[config.mk]
export PLATFORM = sky130hd
export DESIGN_NAME = iq_lane_serializer
export DESIGN_NICKNAME = d
export VERILOG_FILES = /design/src/rtl/ssr_pkg.sv /design/src/rtl/iq_code_mapper.sv /design/src/rtl/iq_group_collector.sv /design/src/rtl/iq_lane_shifter.sv /design/src/rtl/iq_lane_serializer.sv
export SDC_FILE = /design/constraint.sdc
export NUM_CORES = 1
export LEC_CHECK = 0
export BUFFER_PORTS_ARGS = -buffer_cell sky130_fd_sc_hd__buf_4
export CAP_MARGIN = 0
export CORE_ASPECT_RATIO = 1.25
export CORE_MARGIN = 2
export CORE_UTILIZATION = 46
export CTS_CLUSTER_DIAMETER = 60
export DETAILED_ROUTE_END_ITERATION = 10
export PLACE_DENSITY = 0.68
export SETUP_SLACK_MARGIN = 0.02
export SYNTH_ARGS = -nofsm -noshare
export SYNTH_HDL_FRONTEND = slang
export SYNTH_HIERARCHICAL = 1
export SYNTH_SLANG_ARGS = --single-unit
export TNS_END_PERCENT = 20
[constraint.sdc]
create_clock -name clk -period 3.2 [get_ports clk]
set_input_delay 0.48 -clock clk [delete_from_list [all_inputs] [get_ports clk]]
set_output_delay 0.48 -clock clk [all_outputs]
set_load 0.02 [all_outputs]
[src/rtl/ssr_pkg.sv]
package ssr_pkg;
  localparam int LANES = 4;

  typedef enum logic [1:0] {
    LS_B0  = 2'd0,
    LS_B01 = 2'd1,
    LS_B02 = 2'd2,
    LS_ALL = 2'd3
  } lane_set_e;

  typedef enum logic [1:0] {
    FM_SIGNMAG  = 2'd0,
    FM_UNSIGNED = 2'd1,
    FM_TWOS     = 2'd2,
    FM_RSVD     = 2'd3
  } fmt_e;

  // index of the last slot used by a lane set
  function automatic logic [1:0] last_slot(lane_set_e m);
    case (m)
      LS_B0:   return 2'd0;
      LS_B01:  return 2'd1;
      LS_B02:  return 2'd1;
      default: return 2'd3;
    endcase
  endfunction

  // physical lane streamed in a given slot
  function automatic logic [1:0] slot_lane(lane_set_e m, logic [1:0] s);
    case (m)
      LS_B0:   return 2'd0;
      LS_B02:  return {s[0], 1'b0};
      default: return s;
    endcase
  endfunction
endpackage

[src/rtl/iq_code_mapper.sv]
module iq_code_mapper
  import ssr_pkg::*;
(
  input  fmt_e        fmt,
  input  logic [1:0]  code_i,
  input  logic [1:0]  code_q,
  output logic [LANES-1:0] lanes
);
  // returns {lower, upper}
  function automatic logic [1:0] map_code(fmt_e f, logic [1:0] c);
    logic up, lo;
    case (f)
      FM_SIGNMAG: begin
        up = ~c[1];
        lo = c[1] ? c[0] : ~c[0];
      end
      FM_TWOS: begin
        up = ~c[1];
        lo = c[0];
      end
      default: begin
        up = c[1];
        lo = c[0];
      end
    endcase
    return {lo, up};
  endfunction

  logic [1:0] i_bits, q_bits;
  always_comb begin
    i_bits = map_code(fmt, code_i);
    q_bits = map_code(fmt, code_q);
    lanes  = {q_bits, i_bits};
  end
endmodule

[src/rtl/iq_group_collector.sv]
module iq_group_collector
  import ssr_pkg::*;
#(
  parameter int SEG_LEN = 16,
  localparam int CNT_W = (SEG_LEN > 1) ? $clog2(SEG_LEN) : 1
) (
  input  logic                          clk,
  input  logic                          rst_n,
  input  logic                          take,
  input  logic [LANES-1:0]              lanes,
  input  lane_set_e                     mode,
  output logic                          grp_done,
  output logic [LANES-1:0][SEG_LEN-1:0] grp_bits,
  output lane_set_e                     grp_mode
);
  logic [LANES-1:0][SEG_LEN-1:0] acc;
  logic [CNT_W-1:0]              cnt;
  lane_set_e                     mode_q;

  always_comb begin
    grp_bits = acc;
    for (int l = 0; l < LANES; l++) grp_bits[l][cnt] = lanes[l];
    grp_done = take && (cnt == CNT_W'(SEG_LEN - 1));
    grp_mode = (cnt == '0) ? mode : mode_q;
  end

  always_ff @(posedge clk) begin
    if (!rst_n) begin
      acc    <= '0;
      cnt    <= '0;
      mode_q <= LS_B0;
    end else if (take) begin
      acc <= grp_bits;
      cnt <= grp_done ? '0 : cnt + 1'b1;
      if (cnt == '0) mode_q <= mode;
    end
  end
endmodule

[src/rtl/iq_lane_shifter.sv]
module iq_lane_shifter
  import ssr_pkg::*;
#(
  parameter int SEG_LEN = 16,
  localparam int BIT_W = (SEG_LEN > 1) ? $clog2(SEG_LEN) : 1
) (
  input  logic                          clk,
  input  logic                          rst_n,
  input  logic                          load,
  input  logic [LANES-1:0][SEG_LEN-1:0] load_bits,
  input  lane_set_e                     load_mode,
  input  logic                          m_ready,
  output logic                          m_valid,
  output logic                          m_data,
  output logic                          m_first,
  output logic                          free
);
  logic [LANES-1:0][SEG_LEN-1:0] bank;
  lane_set_e                     mode_q;
  logic                          full;
  logic [1:0]                    slot;
  logic [BIT_W-1:0]              bitx;
  logic [1:0]                    lane;
  logic                          fire, at_last_bit, at_last_slot;

  always_comb begin
    lane         = slot_lane(mode_q, slot);
    fire         = full && m_ready;
    at_last_bit  = (bitx == BIT_W'(SEG_LEN - 1));
    at_last_slot = (slot == last_slot(mode_q));
    free         = !full || (fire && at_last_bit && at_last_slot);
    m_valid      = full;
    m_data       = full && bank[lane][bitx];
    m_first      = full && (bitx == '0);
  end

  always_ff @(posedge clk) begin
    if (!rst_n) begin
      bank   <= '0;
      mode_q <= LS_B0;
      full   <= 1'b0;
      slot   <= '0;
      bitx   <= '0;
    end else if (load) begin
      bank   <= load_bits;
      mode_q <= load_mode;
      full   <= 1'b1;
      slot   <= '0;
      bitx   <= '0;
    end else if (fire) begin
      if (at_last_bit) begin
        bitx <= '0;
        if (at_last_slot) full <= 1'b0;
        else              slot <= slot + 1'b1;
      end else begin
        bitx <= bitx + 1'b1;
      end
    end
  end


  stall_hold_chk: assert property (@(posedge clk) disable iff (!rst_n)
    (m_valid && !m_ready) |=> (m_valid && $stable(m_data) && $stable(m_first)));


  first_once_chk: assert property (@(posedge clk) disable iff (!rst_n)
    (m_valid && m_ready && m_first) |=> !m_first);
endmodule

[src/rtl/iq_lane_serializer.sv]
module iq_lane_serializer
  import ssr_pkg::*;
#(
  parameter int SEG_LEN = 16
) (
  input  logic       clk,
  input  logic       rst_n,
  input  logic [1:0] mode,
  input  logic [1:0] fmt,
  input  logic       s_valid,
  output logic       s_ready,
  input  logic [1:0] s_i,
  input  logic [1:0] s_q,
  output logic       m_valid,
  input  logic       m_ready,
  output logic       m_data,
  output logic       m_first,
  output logic       overrun
);
  logic [LANES-1:0]              lanes;
  logic                          grp_done, free, load;
  logic [LANES-1:0][SEG_LEN-1:0] grp_bits;
  lane_set_e                     grp_mode;

  assign s_ready = 1'b1;
  assign load    = grp_done && free;

  iq_code_mapper u_map (
    .fmt    (fmt_e'(fmt)),
    .code_i (s_i),
    .code_q (s_q),
    .lanes  (lanes)
  );

  iq_group_collector #(.SEG_LEN(SEG_LEN)) u_col (
    .clk      (clk),
    .rst_n    (rst_n),
    .take     (s_valid),
    .lanes    (lanes),
    .mode     (lane_set_e'(mode)),
    .grp_done (grp_done),
    .grp_bits (grp_bits),
    .grp_mode (grp_mode)
  );

  iq_lane_shifter #(.SEG_LEN(SEG_LEN)) u_shf (
    .clk       (clk),
    .rst_n     (rst_n),
    .load      (load),
    .load_bits (grp_bits),
    .load_mode (grp_mode),
    .m_ready   (m_ready),
    .m_valid   (m_valid),
    .m_data    (m_data),
    .m_first   (m_first),
    .free      (free)
  );

  always_ff @(posedge clk) begin
    if (!rst_n)                   overrun <= 1'b0;
    else if (grp_done && !free)   overrun <= 1'b1;
  end


  handover_chk: assert property (@(posedge clk) disable iff (!rst_n)
    (grp_done && free) |=> (m_valid && m_first));


  overrun_sticky_chk: assert property (@(posedge clk) disable iff (!rst_n)
    overrun |=> overrun);


  overrun_set_chk: assert property (@(posedge clk) disable iff (!rst_n)
    (grp_done && !free) |=> overrun);
endmodule

==> summary.md, run 1 <==
| Metric | Value |
|---|---|
| CP max FO | `12` |
| Hold path cells | `3` |
| Library cells used by synthesis | `66` |
| Status | `completed` |
| Initial DRC Count | `288` |
| Critical setup path kind | `register to output pin` |
| Fin. Hold Viols | `0` |
| H-tree levels | `4` |
| Post-Syn Nets | `740` |
| Core area | `15510 um^2` |
| TritonCTS clock tree | `done` |
| Drt pass-1 iters | `5` |
| Worst Skew | `0.01080 ns` |
| WHS Endpoint | `u_col/mode_q[0]` |
| Register area share after synthesis | `39.90%` |
| Final Core Density | `52.86%` |
| Startpoint Class | `register` |
| Tcrit/Tclk final | `93.55%` |
| First-pass GRT wire length | `30640 um` |
| RD Place Congestion | `0.9210` |
| Critical path launch point | `u_shf/slot[0]` |
| Worst Path Arrival | `2.51 ns` |
| Post-synth EDFFs | `0` |
| Vias per inst | `5.708` |
| Share of layout cells above drive strength 1 | `22.70%` |
| Final Worst Setup Slack | `0.2063 ns` |
| Total track usage | `24.27%` |
| Reg-to-Reg End | `u_shf/bank[31]` |
| RSZ-0062 raised after global routing | `no` |
| Die area | `16730 um^2` |
| Clock sinks | `144` |
| ANT cells | `0` |
| Most frequent cells in the layout | `dfxtp_1, mux2i_1, nor2b_1` |
| Initial Util | `46.60%` |
| Remaining antenna violation count | `0` |
| Worst VDD drop | `0.2570 mV` |
| LEAKAGE | `2.904 nW` |
| I/O Buffers | `15` |
| Largest net degree at the start of global routing | `65` |
| Die W | `116.1 um` |
| Max Slew Vio Count | `0` |
| Max Freq | `334.0 MHz` |
| CTS max path bufs | `2` |
| DRC Markers | `0` |
| Synth warnings | `6` |
| Cell Pwr Density | `518.3 nW/um^2` |
| Critical path capture point type | `output pin` |
| FF+latch count, synth | `144` |
| Critical path required time | `2.72 ns` |
| Synth area leader | `dfxtp_1` |
| Average wire per standard cell | `20.31 um` |
| Synth area leaders | `dfxtp_1, mux2i_1, mux2_2` |
| Most common cell after layout, fill and taps aside | `dfxtp_1` |
| Initial antenna violation count | `0` |
| Final min period | `2.994 ns` |
| Max_slew headroom | `42.38%` |
| Syn Inst Count | `721` |
| Pre-CTS WS | `0.4486 ns` |
| Register-to-Register Path Depth | `8` |
| Die height | `144.1 um` |
| Top cell type's share of synthesized area | `39.90%` |
| Hold Path Origin | `mode[0]` |
| Clock-pin slew on the worst setup and hold paths | `0.06 ns` |
| WL final | `19340 um` |
| Max Cap Viol | `0` |
| Clock latency on the worst-skew pair | `0.41 ns` |
| Clock buffer count from CTS | `17` |
| Async SR Flop Fraction | `0%` |
| Commonest register cell after synthesis | `dfxtp_1` |
| Worst slew pin tran | `0.8622 ns` |
| Setup TNS | `0 ns` |
| Average cell area after synthesis | `10.02 um^2` |
| Number of global-route vias before repair | `5424` |
| HPWL after DPL | `12690 um` |
| P&R area growth vs syn | `13.44%` |
| Reg-to-Reg Start | `u_shf/bitx[1]` |
| Final Setup Violations | `0` |
| # IOs | `17` |
| Vias | `5434` |
| Cell Rows | `51` |
| R2R Setup Slk | `0.58 ns` |
| Total gr overflow | `0` |
| Worst min path class | `input pin to register` |
| Final #Nets | `746` |
| Post-Syn Area | `7226 um^2` |
| Clock root cell | `clkbuf_16` |
[registers in the layout (all words and copies together) (netlist names)]
| register | cells |
|---|---|
| overrun | 1 |
| u_shf/m_valid | 1 |
| u_col/mode_q | 2 |
| u_shf/mode_q | 2 |
| u_shf/bitx | 4 |
| u_shf/bank | 64 |
| u_shf/slot | 2 |
| u_col/acc | 64 |
| u_col/cnt | 4 |
[stage by stage]
| stage | hold WS [ns] | instances | area, um^2 | power (W) |
|---|---|---|---|---|
| floorplan | 0.4322 | 721 | 7226 | 0.001999 |
| global placement | 0.4398 | 916 | 7507 | 0.002080 |
| detailed placement | 0.4491 | 916 | 7507 | 0.002083 |
| CTS | 0.2859 | 948 | 8155 | 0.004253 |
| global route | 0.3151 | 952 | 8197 | 0.004354 |
| finish | 0.2955 | 952 | 8197 | 0.004249 |
[cell usage after synthesis, drive strengths merged, types with 2 or more instances]
cell and count:
xnor2 5, nor3 7, nand3 63, nand2b 3, a21boi 4, buf 27
a21oi 11, clkbuf 26, o21a 2, mux2 67, xor2 5, a211oi 3
dfxtp 144, mux4 6, nand4b 8, o31ai 2, nor2 10, o221ai 3
ha 7, nor3b 3, or2 2, or3 3, nand4 6, nand2 43
inv 7, o211ai 2, mux2i 91, and2 7, and3 3, o21ai 59
a311oi 3, nor2b 70, and2b 2
[worst max-delay path, cell delays in order (launching register included)]
cell and delay (ns):
dfxtp_4 0.41, buf_4 0.19, nand3b_1 0.22, o21a_1 0.22, o221a_2 0.27, o32ai_1 0.24
o31ai_1 0.11, o2111a_1 0.27, buf_4 0.17
[repair_timing]
action | 4_1_cts | 5_1_grt
hold buffers | 0 | 0
endpoints found under the setup margin | 1 | 1
resized for setup | 1 | 5
pin swaps | 0 | 1
setup buffers | 0 | 4
[kinds of logic after synthesis]
group | synth area share [%]
simple gates | 20.28
buf+inv | 4.121
xor+xnor | 1.212
fa+ha+maj | 1.212
mux | 24.92
flops | 39.90
other cells | 0.05190
compound gates | 8.312
[per-layer routing]
metal	part of all wire (%)	vias to the layer above	global-route usage, %
li1	-	2584	-
met1	45	2669	31.18
met3	3.8	45	4.443
met5	0	-	0
met2	49	136	40.01
met4	2.9	0	10.15
[worst max-delay path by stage]
stage,to,slack (ns),cells past startpoint
after global placement,m_data,0.48,8
after CTS,m_data,0.07,7
after global routing,m_data,0.07,8
after floorplan,u_shf/slot[1],0.60,11
final,m_data,0.21,8
after detailed placement,m_data,0.45,8
[area by class of cell]
| type | count | area (um^2) |
|---|---|---|
| multi-input cells | 516 | 4051 |
| repair buffers | 40 | 312.8 |
| well taps | 212 | 265.3 |
| flip-flops and latches | 144 | 2890 |
| inverters | 8 | 30.03 |
| clock buffers | 22 | 464.2 |
| clock inverters | 10 | 182.7 |
| fillers | 1369 | 7310 |
[power by group]
group	switching (W)	internal (W)
Sequential	0.00000835	0.00180
Clock	0.000776	0.00142
Combinational	0.000160	0.0000762
(Power assumes the default switching activity.)
==> run 2, diff against run 1 <==
clock period = 3.55 ns   (was 3.2 ns; I/O delays follow)
==> run 2 against run 1 <==
  * Via count decreased by 1.2%
  * Sequential power decreased by 9.9%
  * Global-route usage shrank 1.3 points
  * Worst hold slack better by 0.069 ns
  * Setup slack better by 0.099 ns
  * Clock skew is 0.0050 ns lower
  * Sequential cell count unchanged
  * Critical endpoint unchanged
  * Largest power group unchanged
==> summary.md, run 2 (synthesis gave the netlist of run 1 again) <==
| Metric | Value |
|---|---|
| Die height | `144.1 um (unchanged)` |
| H-tree levels | `4 (unchanged)` |
| CP delay by family, top | `flip-flops` |
| Status | `completed` |
| # IOs | `17 (unchanged)` |
| Vias | `5368 (-1.2%)` |
| Worst Path Arrival | `2.71 ns (+0.20 ns)` |
| CP bufs+invs | `2 (unchanged)` |
| Remaining antenna violation count | `0 (unchanged)` |
| First-pass GRT wire length | `28950 um (-5.5%)` |
| Critical Path Slowest Stage Cell | `dfxtp_1` |
| CTS max path bufs | `2 (unchanged)` |
| RSZ-0062 raised after global routing | `no` |
| Total gr overflow | `0 (unchanged)` |
| Top Registers | `u_col/acc (64), u_shf/bank (64)` |
| Clock-pin slew on the worst setup and hold paths | `0.06 ns (about the same)` |
| DRC Markers | `0 (unchanged)` |
| Number of global-route vias before repair | `5358 (-1.2%)` |
| Cell Chain, Critical Path | `clkinv_1, mux4_2, nor3_1, nor4_1, o2111a_1, buf_4` |
| Critical setup path kind | `register to output pin` |
| Slowest stage delay, CP | `0.72 ns (+0.31 ns)` |
| Setup TNS | `0 ns (unchanged)` |
| Cell Pwr Density | `457.0 nW/um^2 (-12%)` |
| WL final | `18320 um (-5.3%)` |
| I/O Buffers | `15 (unchanged)` |
| Critical path capture point type | `output pin` |
| TritonCTS clock tree | `done` |
| Drt pass-1 iters | `6 (+1)` |
| Critical path required time | `3.02 ns (+0.30 ns)` |
| Initial DRC Count | `299 (+3.8%)` |
| HPWL after DPL | `11800 um (-7.0%)` |
| Hold Path Origin | `mode[0]` |
| Worst Skew | `0.005823 ns (-0.004973 ns)` |
| Worst VDD drop | `0.2548 mV (-0.87%)` |
| Clock buffer count from CTS | `17 (unchanged)` |
| Die W | `116.1 um (unchanged)` |
| Final Core Density | `52.07% (-0.79 points)` |
| CP max FO | `12 (unchanged)` |
| Reg-to-Reg Start | `u_shf/bitx[0]` |
| Cell Rows | `51 (unchanged)` |
| RD Place Congestion | `0.9117 (-1.0%)` |
| Post-CTS Hold Buffers | `0 (unchanged)` |
| Share of layout cells above drive strength 1 | `21.37% (-1.3 points)` |
| Clock sinks | `144 (unchanged)` |
| Final #Nets | `737 (-1.2%)` |
| Worst slew pin tran | `0.8757 ns (+0.01351 ns)` |
| Startpoint Class | `register` |
| Total track usage | `22.98% (-1.3 points)` |
| ANT cells | `0 (unchanged)` |
| LEAKAGE | `2.845 nW (-2.0%)` |
| Largest net degree at the start of global routing | `70 (+7.7%)` |
| Most common cell after layout, fill and taps aside | `dfxtp_1` |
| Max_slew headroom | `41.48% (-0.90 points)` |
| Fin. Hold Viols | `0 (unchanged)` |
| Core area | `15510 um^2 (unchanged)` |
| Average wire per standard cell | `19.45 um (-4.3%)` |
| Most frequent cells in the layout | `dfxtp_1, mux2i_1, nor2b_1` |
| Max Cap Viol | `0 (unchanged)` |
| Max Freq | `308.1 MHz` |
| Pwr Total | `0.003690 W (-13%)` |
| Final Setup Violations | `0 (unchanged)` |
| Final min period | `3.245 ns` |
| Initial Util | `46.60% (unchanged)` |
| Initial antenna violation count | `0 (unchanged)` |
| Clock latency on the worst-skew pair | `0.41 ns (about the same)` |
| Worst min path class | `input pin to register` |
| Clock root cell | `clkbuf_16` |
| P&R area growth vs syn | `11.74%` |
| Max Slew Vio Count | `0 (unchanged)` |
| Vias per inst | `5.699 (-0.17%)` |
| Die area | `16730 um^2 (unchanged)` |
| Tcrit/Tclk final | `91.41%` |
| Critical path launch point | `u_shf/bitx[0]` |
-- run 2: report_power, final --
group | total, W | switching (W) | internal (W)
Combinational | 0.000213 | 0.000144 | 0.0000693
Clock | 0.00184 | 0.000674 | 0.00117
Sequential | 0.00163 | 0.00000697 | 0.00163
-- run 2: final timing paths --
kind | cells after the start | to | slack [ns]
setup / recovery | 6 | m_data | 0.30
hold / removal | 3 | u_col/mode_q[0] | 0.36
setup reg to reg | 7 | u_shf/bank[58] | 0.73
hold reg to reg | 2 | u_col/mode_q[0] | 0.46
-- run 2: cell type report --
type	instances	area, um^2
Timing Repair Buffer	31	245.2
Tap cell	212	265.3
Inverter	8	30.03
Fill cell	1332	7432
Clock buffer	20	436.7
Sequential cell	144	2885
Clock inverter	11	165.2
Multi-Input combinational cell	516	4046
-- run 2: through the flow --
stage | instance area (um^2) | setup slack, ns | instances | hold slack [ns]
finish | 8074 | 0.3048 | 942 | 0.3646
global route | 8074 | 0.1902 | 942 | 0.3801
CTS | 8071 | 0.04007 | 942 | 0.3521
detailed placement | 7470 | 0.4842 | 911 | 0.4477
global placement | 7470 | 0.4899 | 911 | 0.4423
floorplan | 7226 | 0.9490 | 721 | 0.4322
-- run 2: per-layer routing --
layer,global-route usage [%],part of all wire [%]
met1,28.86,44
met2,37.09,48
met3,5.155,4.5
met4,11.40,3.6
met5,0,0
-- run 2: worst register-to-register path, cell delays in order (launching register included) --
cell     delay [ns]
dfxtp_1        0.72
ha_1           0.33
nand3_1        0.14
o21ai_0        0.31
and2_4         0.57
buf_4          0.34
mux2i_1        0.22
nor2b_1        0.06
-- run 2: repair_timing --
action                                  in CTS  in global routing
endpoints found under the setup margin       0                  1
setup buffers                                0                  0
resized for setup                            0                  2
==> run 3, diff against run 2 <==
CTS_BUF_LIST = sky130_fd_sc_hd__clkbuf_4 sky130_fd_sc_hd__clkbuf_8   (was not set)
==> run 3 against run 2 <==
  * Global-route usage fell by 0.11 points
  * Non-clock buffer count did not move
  * Clock power fell by 24%
  * Highest routed layer unchanged
==> summary.md, run 3 (synthesis gave the netlist of run 1 again) <==
| Metric | Value |
|---|---|
| Slowest stage delay, CP | `0.72 ns (about the same)` |
| Combinational power share | `6.6% (+0.8 points)` |
| Largest net degree at the start of global routing | `70 (unchanged)` |
| Total track usage | `22.87% (-0.11 points)` |
| H-tree levels | `4 (unchanged)` |
| Cell Chain, Critical Path | `buf_4, mux4_2, a311oi_1, nand4_1, o2111a_1, buf_4` |
| Worst Skew | `0.01190 ns (+0.006074 ns)` |
| Clock buffer count from CTS | `17 (unchanged)` |
| CTS max path bufs | `2 (unchanged)` |
| Core area | `15510 um^2 (unchanged)` |
| RD Place Congestion | `0.9117 (unchanged)` |
| Critical Path Slowest Stage Cell | `dfxtp_1` |
| CP max FO | `12 (unchanged)` |
| Average wire per standard cell | `19.42 um (-0.14%)` |
| Post-CTS Hold Buffers | `0 (unchanged)` |
| Max Slew Vio Count | `0 (unchanged)` |
| I/O Buffers | `15 (unchanged)` |
| # IOs | `17 (unchanged)` |
| Clock share of power | `43.1% (-6.8 points)` |
| Total gr overflow | `0 (unchanged)` |
| Top Registers | `u_col/acc (64), u_shf/bank (64)` |
| Worst min path class | `input pin to register` |
| First-pass GRT wire length | `28860 um (-0.34%)` |
| Placed Area | `7470 um^2 (unchanged)` |
| DRC Markers | `0 (unchanged)` |
| Worst Path Arrival | `2.74 ns (+0.03 ns)` |
| Max Freq | `305.5 MHz (-0.86%)` |
| Remaining antenna violation count | `0 (unchanged)` |
| Die W | `116.1 um (unchanged)` |
| Initial Util | `46.60% (unchanged)` |
| Sequential power share | `50.3% (+6.0 points)` |
| Cell Rows | `51 (unchanged)` |
| Startpoint Class | `register` |
| Final Core Density | `50.92% (-1.1 points)` |
| Initial DRC Count | `290 (-3.0%)` |
| Number of global-route vias before repair | `5345 (-0.24%)` |
| Pwr Total | `0.003245 W (-12%)` |
| Setup TNS | `0 ns (unchanged)` |
| Final instance area | `7896 um^2 (-2.2%)` |
| Critical Path Most Common Cell | `buf_4` |
| Cell Pwr Density | `410.9 nW/um^2 (-10%)` |
| Clock root cell | `clkbuf_8` |
| CP delay by family, top | `flip-flops` |
| Clock-pin slew on the worst setup and hold paths | `0.08 ns (+0.02 ns)` |
| Max Cap Viol | `0 (unchanged)` |
| Most common cell after layout, fill and taps aside | `dfxtp_1` |
| Die height | `144.1 um (unchanged)` |
| CP bufs+invs | `2 (unchanged)` |
| Initial antenna violation count | `1 (+1)` |
| Vias per inst | `5.759 (+1.1%)` |
| Vias | `5431 (+1.2%)` |
| RSZ-0062 raised after global routing | `no` |
| Clock latency on the worst-skew pair | `0.45 ns (+0.04 ns)` |
| Final min period | `3.274 ns (+0.02831 ns)` |
| Critical setup path kind | `register to output pin` |
| Most frequent cells in the layout | `dfxtp_1, mux2i_1, nor2b_1` |
| TritonCTS clock tree | `done` |
| Tcrit/Tclk final | `92.21% (+0.80 points)` |
| Fin. Hold Viols | `0 (unchanged)` |
| Psw | `0.0007688 W (-6.8%)` |
| Die area | `16730 um^2 (unchanged)` |
| Final Setup Violations | `0 (unchanged)` |
| Final #Nets | `737 (unchanged)` |
| Worst slew pin tran | `0.8511 ns (-0.02455 ns)` |
| Internal power | `0.002476 W (-14%)` |
| P&R area growth vs syn | `9.281%` |
| Critical path required time | `3.02 ns (about the same)` |
| Critical path capture point type | `output pin` |
| LEAKAGE | `2.768 nW (-2.7%)` |
| HPWL after DPL | `11800 um (unchanged)` |
| Share of layout cells above drive strength 1 | `21.78% (+0.41 points)` |
| WL final | `18310 um (about the same)` |
| Drt pass-1 iters | `5 (-1)` |
| Sw frac | `23.69% (+1.3 points)` |
| Worst VDD drop | `0.2075 mV (-19%)` |
| Max_slew headroom | `43.12% (+1.6 points)` |
| Clock sinks | `144 (unchanged)` |
| Status | `completed` |
run 3: cell types whose count changed in the layout (fill, tap and decap cells not counted), sizes merged:
| cell | change |
|---|---|
| diode | +1 |
run 3: layout make-up:
cell class                 count  area [um^2]
clock inverter                11        165.2
tap                          212        265.3
timing repair buffer          31        245.2
multi-input combinational    516         4046
fill                        1358         7610
clock buffer                  20        256.5
antenna                        1        2.502
sequential                   144         2885
inverter                       8        30.03
run 3: worst paths after layout:
check        slack, ns     startpoint              end  depth (start not counted)
min reg2reg       0.46  u_col/acc[32]    u_col/acc[32]                          2
min               0.34        mode[0]  u_col/mode_q[0]                          3
max               0.28  u_shf/bitx[0]           m_data                          6
max reg2reg       0.75  u_shf/bitx[0]   u_shf/bank[58]                          7
run 3: tightest hold or removal path, delay by kind of cell:
kind,cells,cell delay [ns]
compound gates,1,0.06
buf+inv,1,0.10
simple gates,1,0.05
run 3: what timing repair did:
action / 4_1_cts / 5_1_grt
pin swaps: 0 / 0
gates resized for setup: 1 / 1
setup buffers: 0 / 0
endpoints found under the setup margin: 1 / 1
run 3: layer usage:
layer | global-route usage, % | wire length, um | vias up
met1 | 28.70 | 8099 | 2661
li1 | - | - | 2569
met2 | 37.09 | 8694 | 160
met3 | 5.658 | 933 | 41
met5 | 0 | 0 | -
met4 | 10.28 | 584 | 0
run 3: stage by stage:
| step | hold WS [ns] | std cells | worst slack, ns |
|---|---|---|---|
| global route | 0.3408 | 943 | 0.1413 |
| CTS | 0.3090 | 942 | 0.08387 |
| detailed placement | 0.4477 | 911 | 0.4842 |
| finish | 0.3352 | 943 | 0.2765 |
| floorplan | 0.4322 | 721 | 0.9490 |
| global placement | 0.4423 | 911 | 0.4899 |
run 3: power groups by stage:
stage	Combinational, W	Clock [W]	Sequential (W)
after floorplan	0.000134	0	0.00167
after global placement	0.000207	0	0.00167
after detailed placement	0.000210	0	0.00167
after CTS	0.000211	0.00143	0.00163
after global routing	0.000226	0.00148	0.00163
final	0.000213	0.00140	0.00163
